$ cat src/rtl/ser_audio_rx_pkg.sv
package ser_audio_rx_pkg;

  // Output sample width; the four word-length codes top out at this value.
  localparam int unsigned SMP_W = 24;

  typedef enum logic [1:0] {
    WL16 = 2'd0,
    WL18 = 2'd1,
    WL20 = 2'd2,
    WL24 = 2'd3
  } wlen_e;

  // Per-edge controls broadcast from the framer to every data lane.
  typedef struct packed {
    logic shift_en;  // shift the sampled bit into the lane register
    logic clr;       // restart the lane register with this bit (I2S word start)
    logic cap_left;  // a left word just ended: stage it
    logic commit;    // a right word just ended after a staged left: publish
  } lane_ctl_t;

  function automatic int unsigned wlen_bits(input wlen_e w);
    case (w)
      WL16:    return 16;
      WL18:    return 18;
      WL20:    return 20;
      default: return 24;
    endcase
  endfunction

endpackage

$ cat src/rtl/ser_audio_rx_rst_sync.sv
module ser_audio_rx_rst_sync (
  input  logic clk_i,
  input  logic rst_ni,
  output logic rst_no
);

  logic [1:0] sync_q;
  logic [1:0] sync_d;

  always_comb begin
    sync_d = {sync_q[0], 1'b1};
  end

  always_ff @(posedge clk_i or negedge rst_ni) begin
    if (!rst_ni) sync_q <= 2'b00;
    else         sync_q <= sync_d;
  end

  assign rst_no = sync_q[1];

endmodule

$ cat src/rtl/ser_audio_rx_framer.sv
module ser_audio_rx_framer
  import ser_audio_rx_pkg::*;
#(
  parameter int unsigned SW = SMP_W
) (
  input  logic      clk_i,
  input  logic      rst_ni,
  input  logic      ws_i,
  input  logic      lsbj_i,
  input  wlen_e     wlen_i,
  output lane_ctl_t ctl_o,
  output logic      valid_o,
  output logic      ws_q_o
);

  localparam int unsigned IDX_W = $clog2(SW + 1);

  logic             ws_q, ws_d;
  logic             ws_qq, ws_qd;
  logic             have_start_q, have_start_d;
  logic             left_ok_q, left_ok_d;
  logic             valid_q, valid_d;
  logic [IDX_W-1:0] idx_q, idx_d;

  logic             raw_tr;
  logic             bnd;
  logic             old_right;
  logic [IDX_W-1:0] wbits;

  always_comb begin
    raw_tr    = ws_i ^ ws_q;
    // I2S words start one bit after the select change: use the delayed copy.
    bnd       = lsbj_i ? raw_tr : (ws_q ^ ws_qq);
    old_right = lsbj_i ? ws_q : ws_qq;
    wbits     = IDX_W'(wlen_bits(wlen_i));

    ws_d  = ws_i;
    ws_qd = ws_q;

    idx_d = idx_q;
    if (bnd)                idx_d = IDX_W'(1);
    else if (idx_q < wbits) idx_d = idx_q + IDX_W'(1);

    ctl_o.clr      = bnd && !lsbj_i;
    ctl_o.shift_en = lsbj_i || (idx_q < wbits);
    ctl_o.cap_left = bnd && !old_right;
    ctl_o.commit   = bnd && old_right && left_ok_q;

    have_start_d = have_start_q | bnd;

    left_ok_d = left_ok_q;
    if (ctl_o.cap_left) left_ok_d = have_start_q;
    else if (bnd)       left_ok_d = 1'b0;

    valid_d = ctl_o.commit;
  end

  always_ff @(posedge clk_i or negedge rst_ni) begin
    if (!rst_ni) begin
      ws_q         <= 1'b0;
      ws_qq        <= 1'b0;
      have_start_q <= 1'b0;
      left_ok_q    <= 1'b0;
      valid_q      <= 1'b0;
      idx_q        <= '0;
    end else begin
      ws_q         <= ws_d;
      ws_qq        <= ws_qd;
      have_start_q <= have_start_d;
      left_ok_q    <= left_ok_d;
      valid_q      <= valid_d;
      idx_q        <= idx_d;
    end
  end

  assign valid_o = valid_q;
  assign ws_q_o  = ws_q;

  AST_VALID_SINGLE: assert property (@(posedge clk_i) disable iff (!rst_ni)
    valid_q |=> !valid_q);

endmodule

$ cat src/rtl/ser_audio_rx_frame_chk.sv
module ser_audio_rx_frame_chk #(
  parameter int unsigned MAX_BCK = 256
) (
  input  logic clk_i,
  input  logic rst_ni,
  input  logic ws_i,
  input  logic ws_q_i,
  input  logic lsbj_i,
  output logic err_len_o,
  output logic err_sym_o
);

  localparam int unsigned CNT_W = $clog2(MAX_BCK) + 1;
  localparam int unsigned SUM_W = CNT_W + 1;
  localparam logic [CNT_W-1:0] CNT_MAX = '1;

  logic [CNT_W-1:0] half_q, half_d;
  logic [CNT_W-1:0] low_q, low_d;
  logic             low_ok_q, low_ok_d;
  logic             seen_q, seen_d;
  logic             elen_q, elen_d;
  logic             esym_q, esym_d;

  logic             raw_tr;
  logic [SUM_W-1:0] period;

  always_comb begin
    raw_tr   = ws_i ^ ws_q_i;
    period   = {1'b0, low_q} + {1'b0, half_q};
    half_d   = half_q;
    low_d    = low_q;
    low_ok_d = low_ok_q;
    seen_d   = seen_q;
    elen_d   = 1'b0;
    esym_d   = 1'b0;

    if (raw_tr) begin
      half_d = CNT_W'(1);
      seen_d = 1'b1;
      if (ws_i) begin
        // low half just ended; only trusted if it began at a seen transition
        low_d    = half_q;
        low_ok_d = seen_q;
      end else begin
        if (low_ok_q) begin
          elen_d = (period > SUM_W'(MAX_BCK));
          esym_d = lsbj_i && (low_q != half_q);
        end
        low_ok_d = 1'b0;
      end
    end else if (half_q != CNT_MAX) begin
      half_d = half_q + CNT_W'(1);
    end
  end

  always_ff @(posedge clk_i or negedge rst_ni) begin
    if (!rst_ni) begin
      half_q   <= '0;
      low_q    <= '0;
      low_ok_q <= 1'b0;
      seen_q   <= 1'b0;
      elen_q   <= 1'b0;
      esym_q   <= 1'b0;
    end else begin
      half_q   <= half_d;
      low_q    <= low_d;
      low_ok_q <= low_ok_d;
      seen_q   <= seen_d;
      elen_q   <= elen_d;
      esym_q   <= esym_d;
    end
  end

  assign err_len_o = elen_q;
  assign err_sym_o = esym_q;

  AST_LEN_AT_WS_FALL: assert property (@(posedge clk_i) disable iff (!rst_ni)
    elen_q |-> (!ws_q_i && $past(ws_q_i)));

  AST_SYM_LSBJ_ONLY: assert property (@(posedge clk_i) disable iff (!rst_ni)
    esym_q |-> $past(lsbj_i));

endmodule

$ cat src/rtl/ser_audio_rx_lane.sv
module ser_audio_rx_lane
  import ser_audio_rx_pkg::*;
#(
  parameter int unsigned SW = SMP_W
) (
  input  logic          clk_i,
  input  logic          rst_ni,
  input  logic          sd_i,
  input  wlen_e         wlen_i,
  input  lane_ctl_t     ctl_i,
  input  logic          valid_i,
  output logic [SW-1:0] left_o,
  output logic [SW-1:0] right_o
);

  logic [SW-1:0] sh_q, sh_d;
  logic [SW-1:0] stage_q, stage_d;
  logic [SW-1:0] l_q, l_d;
  logic [SW-1:0] r_q, r_d;
  logic [SW-1:0] cap;

  always_comb begin
    // Low bits of the shift register hold the finished word; top-align it.
    cap = sh_q << (SW - wlen_bits(wlen_i));

    if (ctl_i.clr)           sh_d = {{(SW-1){1'b0}}, sd_i};
    else if (ctl_i.shift_en) sh_d = {sh_q[SW-2:0], sd_i};
    else                     sh_d = sh_q;

    stage_d = ctl_i.cap_left ? cap : stage_q;
    l_d     = ctl_i.commit ? stage_q : l_q;
    r_d     = ctl_i.commit ? cap : r_q;
  end

  always_ff @(posedge clk_i or negedge rst_ni) begin
    if (!rst_ni) begin
      sh_q    <= '0;
      stage_q <= '0;
      l_q     <= '0;
      r_q     <= '0;
    end else begin
      sh_q    <= sh_d;
      stage_q <= stage_d;
      l_q     <= l_d;
      r_q     <= r_d;
    end
  end

  assign left_o  = l_q;
  assign right_o = r_q;

  AST_OUT_HOLD_LEFT: assert property (@(posedge clk_i) disable iff (!rst_ni)
    !valid_i |-> $stable(l_q));

  AST_OUT_HOLD_RIGHT: assert property (@(posedge clk_i) disable iff (!rst_ni)
    !valid_i |-> $stable(r_q));

endmodule

$ cat src/rtl/ser_audio_rx.sv
module ser_audio_rx
  import ser_audio_rx_pkg::*;
#(
  parameter int unsigned NUM_LINES = 4,
  parameter int unsigned MAX_BCK   = 256
) (
  input  logic                       bck_i,
  input  logic                       rst_ni,
  input  logic                       ws_i,
  input  logic [NUM_LINES-1:0]       sd_i,
  input  logic                       cfg_lsbj_i,
  input  logic [1:0]                 cfg_wlen_i,
  output logic [NUM_LINES*SMP_W-1:0] smp_left_o,
  output logic [NUM_LINES*SMP_W-1:0] smp_right_o,
  output logic                       smp_valid_o,
  output logic                       err_len_o,
  output logic                       err_sym_o
);

  localparam int unsigned SW = SMP_W;

  logic      rst_n;
  logic      ws_q;
  lane_ctl_t ctl;
  wlen_e     wlen;

  assign wlen = wlen_e'(cfg_wlen_i);

  ser_audio_rx_rst_sync u_rst (
    .clk_i  (bck_i),
    .rst_ni (rst_ni),
    .rst_no (rst_n)
  );

  ser_audio_rx_framer #(.SW(SW)) u_framer (
    .clk_i   (bck_i),
    .rst_ni  (rst_n),
    .ws_i    (ws_i),
    .lsbj_i  (cfg_lsbj_i),
    .wlen_i  (wlen),
    .ctl_o   (ctl),
    .valid_o (smp_valid_o),
    .ws_q_o  (ws_q)
  );

  ser_audio_rx_frame_chk #(.MAX_BCK(MAX_BCK)) u_chk (
    .clk_i     (bck_i),
    .rst_ni    (rst_n),
    .ws_i      (ws_i),
    .ws_q_i    (ws_q),
    .lsbj_i    (cfg_lsbj_i),
    .err_len_o (err_len_o),
    .err_sym_o (err_sym_o)
  );

  for (genvar g = 0; g < NUM_LINES; g++) begin : g_lane
    ser_audio_rx_lane #(.SW(SW)) u_lane (
      .clk_i   (bck_i),
      .rst_ni  (rst_n),
      .sd_i    (sd_i[g]),
      .wlen_i  (wlen),
      .ctl_i   (ctl),
      .valid_i (smp_valid_o),
      .left_o  (smp_left_o[g*SW +: SW]),
      .right_o (smp_right_o[g*SW +: SW])
    );
  end

endmodule

$ cat config.mk
export PLATFORM = sky130hd
export DESIGN_NAME = ser_audio_rx
export DESIGN_NICKNAME = d
export VERILOG_FILES = /design/src/rtl/ser_audio_rx_pkg.sv /design/src/rtl/ser_audio_rx_rst_sync.sv /design/src/rtl/ser_audio_rx_framer.sv /design/src/rtl/ser_audio_rx_frame_chk.sv /design/src/rtl/ser_audio_rx_lane.sv /design/src/rtl/ser_audio_rx.sv
export SDC_FILE = /design/constraint.sdc
export NUM_CORES = 1
export LEC_CHECK = 0
export BUFFER_PORTS_ARGS = -buffer_cell sky130_fd_sc_hd__buf_2
export CAP_MARGIN = 20
export CORE_MARGIN = 2
export CORE_UTILIZATION = 55
export DETAILED_ROUTE_END_ITERATION = 12
export PLACE_DENSITY = 0.75
export REMOVE_ABC_BUFFERS = 1
export SLEW_MARGIN = 20
export SYNTH_ARGS = -nofsm -noshare
export SYNTH_HDL_FRONTEND = slang
export SYNTH_SLANG_ARGS = --single-unit
$ cat constraint.sdc
create_clock -name bck_i -period 24.4 [get_ports bck_i]
set_input_delay 4.88 -clock bck_i [delete_from_list [all_inputs] [get_ports bck_i]]
set_output_delay 4.88 -clock bck_i [all_outputs]
set_load 0.03 [all_outputs]
After elaboration in Yosys (flattened, before gate mapping)
Cells that the tools add are included.
{ "totals": {"ff_bits": 418, "in_bits": 10, "out_inout_bits": 195, "wordCells": 84} }
{ "classes": {"addsub": 4, "n_lt_le_gt_ge": 2, "eq_ne": 4, "shifts": 4, "mux": 24, "bitwise": 3, "reduce_logical": 14} }
{ "ops": {"columns": ["cell", "n"], "rows": [
  ["2-to-1 mux 24 bit", 8],
  ["left shift 24 x 32 -> 24 bit", 4],
  ["2-to-1 mux 9 bit", 2],
  ["one-hot mux 4 bit (3 select lines)", 1],
  ["2-to-1 mux 1 bit", 11],
  ["adder 9 x 9 -> 10 bit", 1],
  ["greater-than comparator 10 x 9 -> 1 bit, second input constant", 1],
  ["2-to-1 mux 5 bit", 2],
  ["adder 9 x 1 -> 9 bit, second input constant", 1],
  ["inequality test 9 bit", 1],
  ["inequality test 9 bit, second input constant", 1],
  ["nonzero test 2 bit", 4],
  ["subtractor 5 x 5 -> 6 bit, first input constant", 1],
  ["adder 5 x 1 -> 5 bit, second input constant", 1],
  ["logical AND 1 bit", 5],
  ["< comparator 5 bit", 1],
  ["equality test 2 x 1 -> 1 bit, second input constant", 1],
  ["equality test 2 bit, second input constant", 1],
  ["zero test 1 bit", 2],
  ["zero test 2 bit", 1],
  ["AND reduction 2 bit", 1],
  ["bitwise XOR 1 bit", 2],
  ["logical OR 1 bit", 1],
  ["OR 1 bit", 1]
]} }

Logic depth before layout (Yosys ltp)
{ "logic_depth": {"word_depth": 6, "ltp_mapped": 13, "mapped_depth_nobuf": 10} }

By module
Synthesis repeated with hierarchy kept, for this count alone.
{ "hier_totals": {"hier_cells": 1719, "area_unflattened_um2": 19969.2} }
{ "by_module_without_submodules": {"columns": ["module", "instances", "cells_each", "area_per_inst_um2", "seq_area_each_um2"], "rows": [
  ["ser_audio_rx_lane", 4, 384, 4499.3, 2402.3],
  ["ser_audio_rx_frame_chk", 1, 130, 1386.3, 550.5],
  ["ser_audio_rx_framer", 1, 50, 531.8, 250.2],
  ["ser_audio_rx_rst_sync", 1, 3, 53.8, 50.0]
]} }

Worst setup path before layout
No wires, ideal clock.
{ "synth_timing": {"path_type": "input-to-reg", "start": "in cfg_wlen_i[0]", "end": "reg g_lane[0].u_lane.sh_q[0]", "setup_ps": 125, "t_arrival_ps": 6947, "setup_slack_ps": 17328, "cell_stages": 11, "path_buffers": 4, "cell_sequence": "ha_1 buf_2 clkinv_1 buf_1 ha_1 nor2b_2 o21ai_4 nor3_4 buf_6 buf_6 mux2_2"} }
{ "synth_via": {"elab_chain_len": 5, "word_cells_on_any_way": 7} }
{ "synth_lines": {"columns": ["element", "line", "source"], "rows": [
  ["start: declaration", "ser_audio_rx.sv:12", "input logic [1:0] cfg_wlen_i,"],
  ["equality test 2 bit (tied with other cells)", "ser_audio_rx_pkg.sv:22", "case (w)"],
  ["one-hot mux 4 bit (3 select lines) (*)", "ser_audio_rx_pkg.sv:22", null],
  ["< comparator 5 bit (*)", "ser_audio_rx_framer.sv:45", "ctl_o.shift_en = lsbj_i || (idx_q < wbits);"],
  ["logical OR 1 bit (*)", "ser_audio_rx_framer.sv:45", null],
  ["nonzero test 2 bit (no line) (*)", null, null],
  ["end signal: assignment", "ser_audio_rx_lane.sv:37", "sh_q <= '0;"],
  ["end signal: assignment", "ser_audio_rx_lane.sv:42", "sh_q <= sh_d;"],
  ["end: declaration", "ser_audio_rx_lane.sv:16", "logic [SW-1:0] sh_q, sh_d;"]
]} }
Every way passes the cells marked *; elsewhere a longest branch is shown, timed or not.
A chain may end at the register's enable or synchronous reset.

Worst setup path in the final report
Ends and elaborated chain as after synthesis.

==> results_dict.tcl <==
set metrics [dict create \
    crit_family "buffers and inverters" \
    clock_sink_count 418 \
    layout-drive-gt1-share_pct 15.9 \
    slew-limit-headroom_pct 17.0 \
    clockBufferDepth 3 \
    initial_utilization_pct 56.2 \
    synth-simple-area-share_pct 18.2 \
    synth_top_family_by_area "simple AND/OR/NAND/NOR gates" \
    gp_congestion 0.867 \
    io_buffers 204 \
    root_buffer "clkbuf_16" \
    synth_cell_types 55 \
    postSynthAreaPerCell_um2 9.13 \
    antenna_cells 0 \
    final.setup.tns_ns 0 \
    synth_ff_type "dfrtp_1" \
    rr_worst_depth 8 \
    wl_per_cell_um 17.7 \
    maxCapViolCount 0 \
    fin_crit_ns 8.28 \
    grt_setup_unrepaired "false" \
    status "finished clean" \
    synthAdderAreaFrac_pct 1.36 \
    finalNonFillerCells 2672 \
    post-place-cells 2598 \
    die_h_um 190 \
    via_per_inst 5.68 \
    grt_overflow 0 \
    yosysWarnings 0 \
    htree_levels 2 \
    drc 0 \
    core_um2 33700 \
    finalNetCount 2227 \
    synth_edf_count 0 \
    min_period_over_period_pct 33.9 \
    synth-seq-cells 418 \
    mostFrequentLayoutCells "nand2_1 (738), dfrtp_1 (417), o21ai_0 (280), buf_2 (204), nor2_1 (75)" \
    crit_path_end_kind "flip-flop" \
    syn_inst 2075 \
    clock_skew_ns 0.0104 \
    async_reset_ff_share_pct 100 \
    yosys.area_share.xor_xnor_pct 0.509 \
    insertion_delay_ns 0.54 \
    worstPathArrival_ns 8.71 \
    hold_class "flip-flop to asynchronous set/reset pin" \
    ios 205 \
    die-area_um2 35900 \
    p_leak_nw 10.5 \
    post-dp-hpwl_um 29400 \
    antenna_found_initial 0 \
    setup.worst_path.class "input pin to flip-flop" \
    cp-start-kind "input pin" \
    cp_num_buf_inv 5 \
    drv_slew 0 \
    post_cts_buffers 0 \
    chipWidth_um 190 \
    crit_path_cell_trace "buf_2, ha_1, buf_4, clkinv_1, ha_1, nor2b_2, o21ai_4, nor3_4, buf_4, buf_6, mux2_2" \
    ant_nets 0 \
    critPathRequiredTime_ns 24.83 \
    muxShareOfSynthArea_pct 5.23 \
    syn_area_um2 18900 \
    grt_pass1_vias 14300 \
    hold_buffers 0 \
    crit_cells 11 \
    finalHoldViolations 0 \
    drtIter0Drc 1287 \
    place_area_um2 19900 \
    ir_worst_vdd_mv 0.0618 \
    cts.clk_slew.worst_paths_ns 0.06 \
    cts_made_buffers 44 \
    vias 15200 \
    rows 67 \
    grt_max_degree 206 \
    cts_resized 0 \
    slowest_stage "buf_6" \
    setup_viol 0 \
    grt_use_total_pct 26.4 \
    syn2layout_area_growth_pct 12.7 \
    dr.pass1.iters 6 \
    fmax_mhz 121 \
    final_common_cell "nand2_1" \
    cts_tree "built" \
    p_per_area_nw_per_um2 97.1 \
    synth_compound_area_share_pct 15.0 \
    drt-total-wl_um 47300 \
    fin_area_um2 21300 \
    crit_path_max_incr_delay_ns 0.67 \
    tightest_slew_ns 1.24 \
    ys_seq_area_share_pct 55.2 \
    crit_fanout 133 \
    grt_pass1_wl_um 76500 \
]
worst reg2reg max path, stage by stage (launching register included):
cell,delay [ns]
dfrtp_1,0.47
inv_1,0.16
ha_1,0.47
nand2b_1,0.32
o21ai_1,0.26
nand2_4,0.45
clkinv_2,0.39
buf_4,0.85
mux2_2,0.45
metrics by stage:
| step | setup WS, ns | hold slack (ns) | total power (W) | utilization [%] |
|---|---|---|---|---|
| after floorplan | 11.31 | 0.331 | 0.00126 | - |
| after global routing | 15.90 | 0.240 | 0.00217 | 63.3 |
| final | 16.12 | 0.220 | 0.00207 | 63.3 |
| after global placement | 15.53 | 0.340 | 0.00142 | 59.2 |
| after detailed placement | 15.39 | 0.362 | 0.00144 | 59.2 |
| after CTS | 15.96 | 0.384 | 0.00209 | 63.2 |
cell usage after synthesis, drive strengths merged (17+ instances only):
cell type	number	area share, %
o31ai	18	0.71
o21ai	319	8.5
buf	81	2.8
nand2	739	15
nor2b	24	0.81
mux2	48	2.9
dfrtp	418	55
mux2i	45	2.4
o22ai	17	0.56
nor2	75	1.5
ha	19	1.3
a21oi	60	1.6
a211oi	21	0.86
clkbuf	67	1.3
o221ai	25	1.2
sequential cells by signal, indices dropped and copies added (netlist names):
| name | cells |
|---|---|
| g_lane.u_lane.sh_q | 96 |
| u_chk.err_len_o | 1 |
| u_framer.idx_q | 5 |
| u_framer.have_start_q | 1 |
| u_chk.seen_q | 1 |
| u_chk.half_q | 9 |
| u_rst.sync_q | 2 |
| u_framer.left_ok_q | 1 |
| u_chk.low_ok_q | 1 |
| u_framer.valid_o | 1 |
| u_framer.ws_q_o | 1 |
| g_lane.u_lane.stage_q | 96 |
| u_chk.low_q | 9 |
| u_chk.err_sym_o | 1 |
| u_framer.ws_qq | 1 |
| g_lane.u_lane.left_o | 96 |
| g_lane.u_lane.right_o | 96 |
cell type report:
class                   instances  area, um^2
clock buffers                  67        1310
clock inverters                 6        55.1
fillers                      2837       12400
inverters                      13        50.0
multi-input cells            1496        7690
flip-flops and latches        418       10500
well taps                     448         561
repair buffers                224        1210
path summary, 6_finish.rpt:
check                                start                      endpoint  slack [ns]
max                          cfg_wlen_i[0]      g_lane[0].u_lane.sh_q[0]       16.12
min                        u_rst.sync_q[1]  g_lane[1].u_lane.stage_q[21]        0.22
max reg2reg                u_framer.ws_q_o  g_lane[2].u_lane.right_o[13]       20.49
min reg2reg                u_rst.sync_q[1]  g_lane[1].u_lane.stage_q[21]        0.22
max in group asynchronous           rst_ni               u_rst.sync_q[1]       20.17
min in group bck_i         u_rst.sync_q[0]               u_rst.sync_q[1]        0.37
cell families after synthesis:
kind of cell,Yosys count
buffers and inverters,161
AND/OR/NAND/NOR,875
other,1
flip-flops,418
AO/OA/AOI/OAI,496
adder cells (fa/ha/maj),20
multiplexers,93
XOR/XNOR,11
power by group:
part	total (W)	internal (W)	switching, W
registers	0.000902	0.000820	0.0000818
clock network	0.000642	0.000377	0.000265
logic	0.000527	0.000146	0.000381
per-layer routing:
metal	GRT usage, %	vias to the layer above	wire (um)
li1	-	7182	-
met5	0	-	0
met1	37.4	7394	20300
met2	42.6	511	22500
met4	7.30	0	1130
met3	4.46	84	3340
Power figures use the tool's default switching activity.
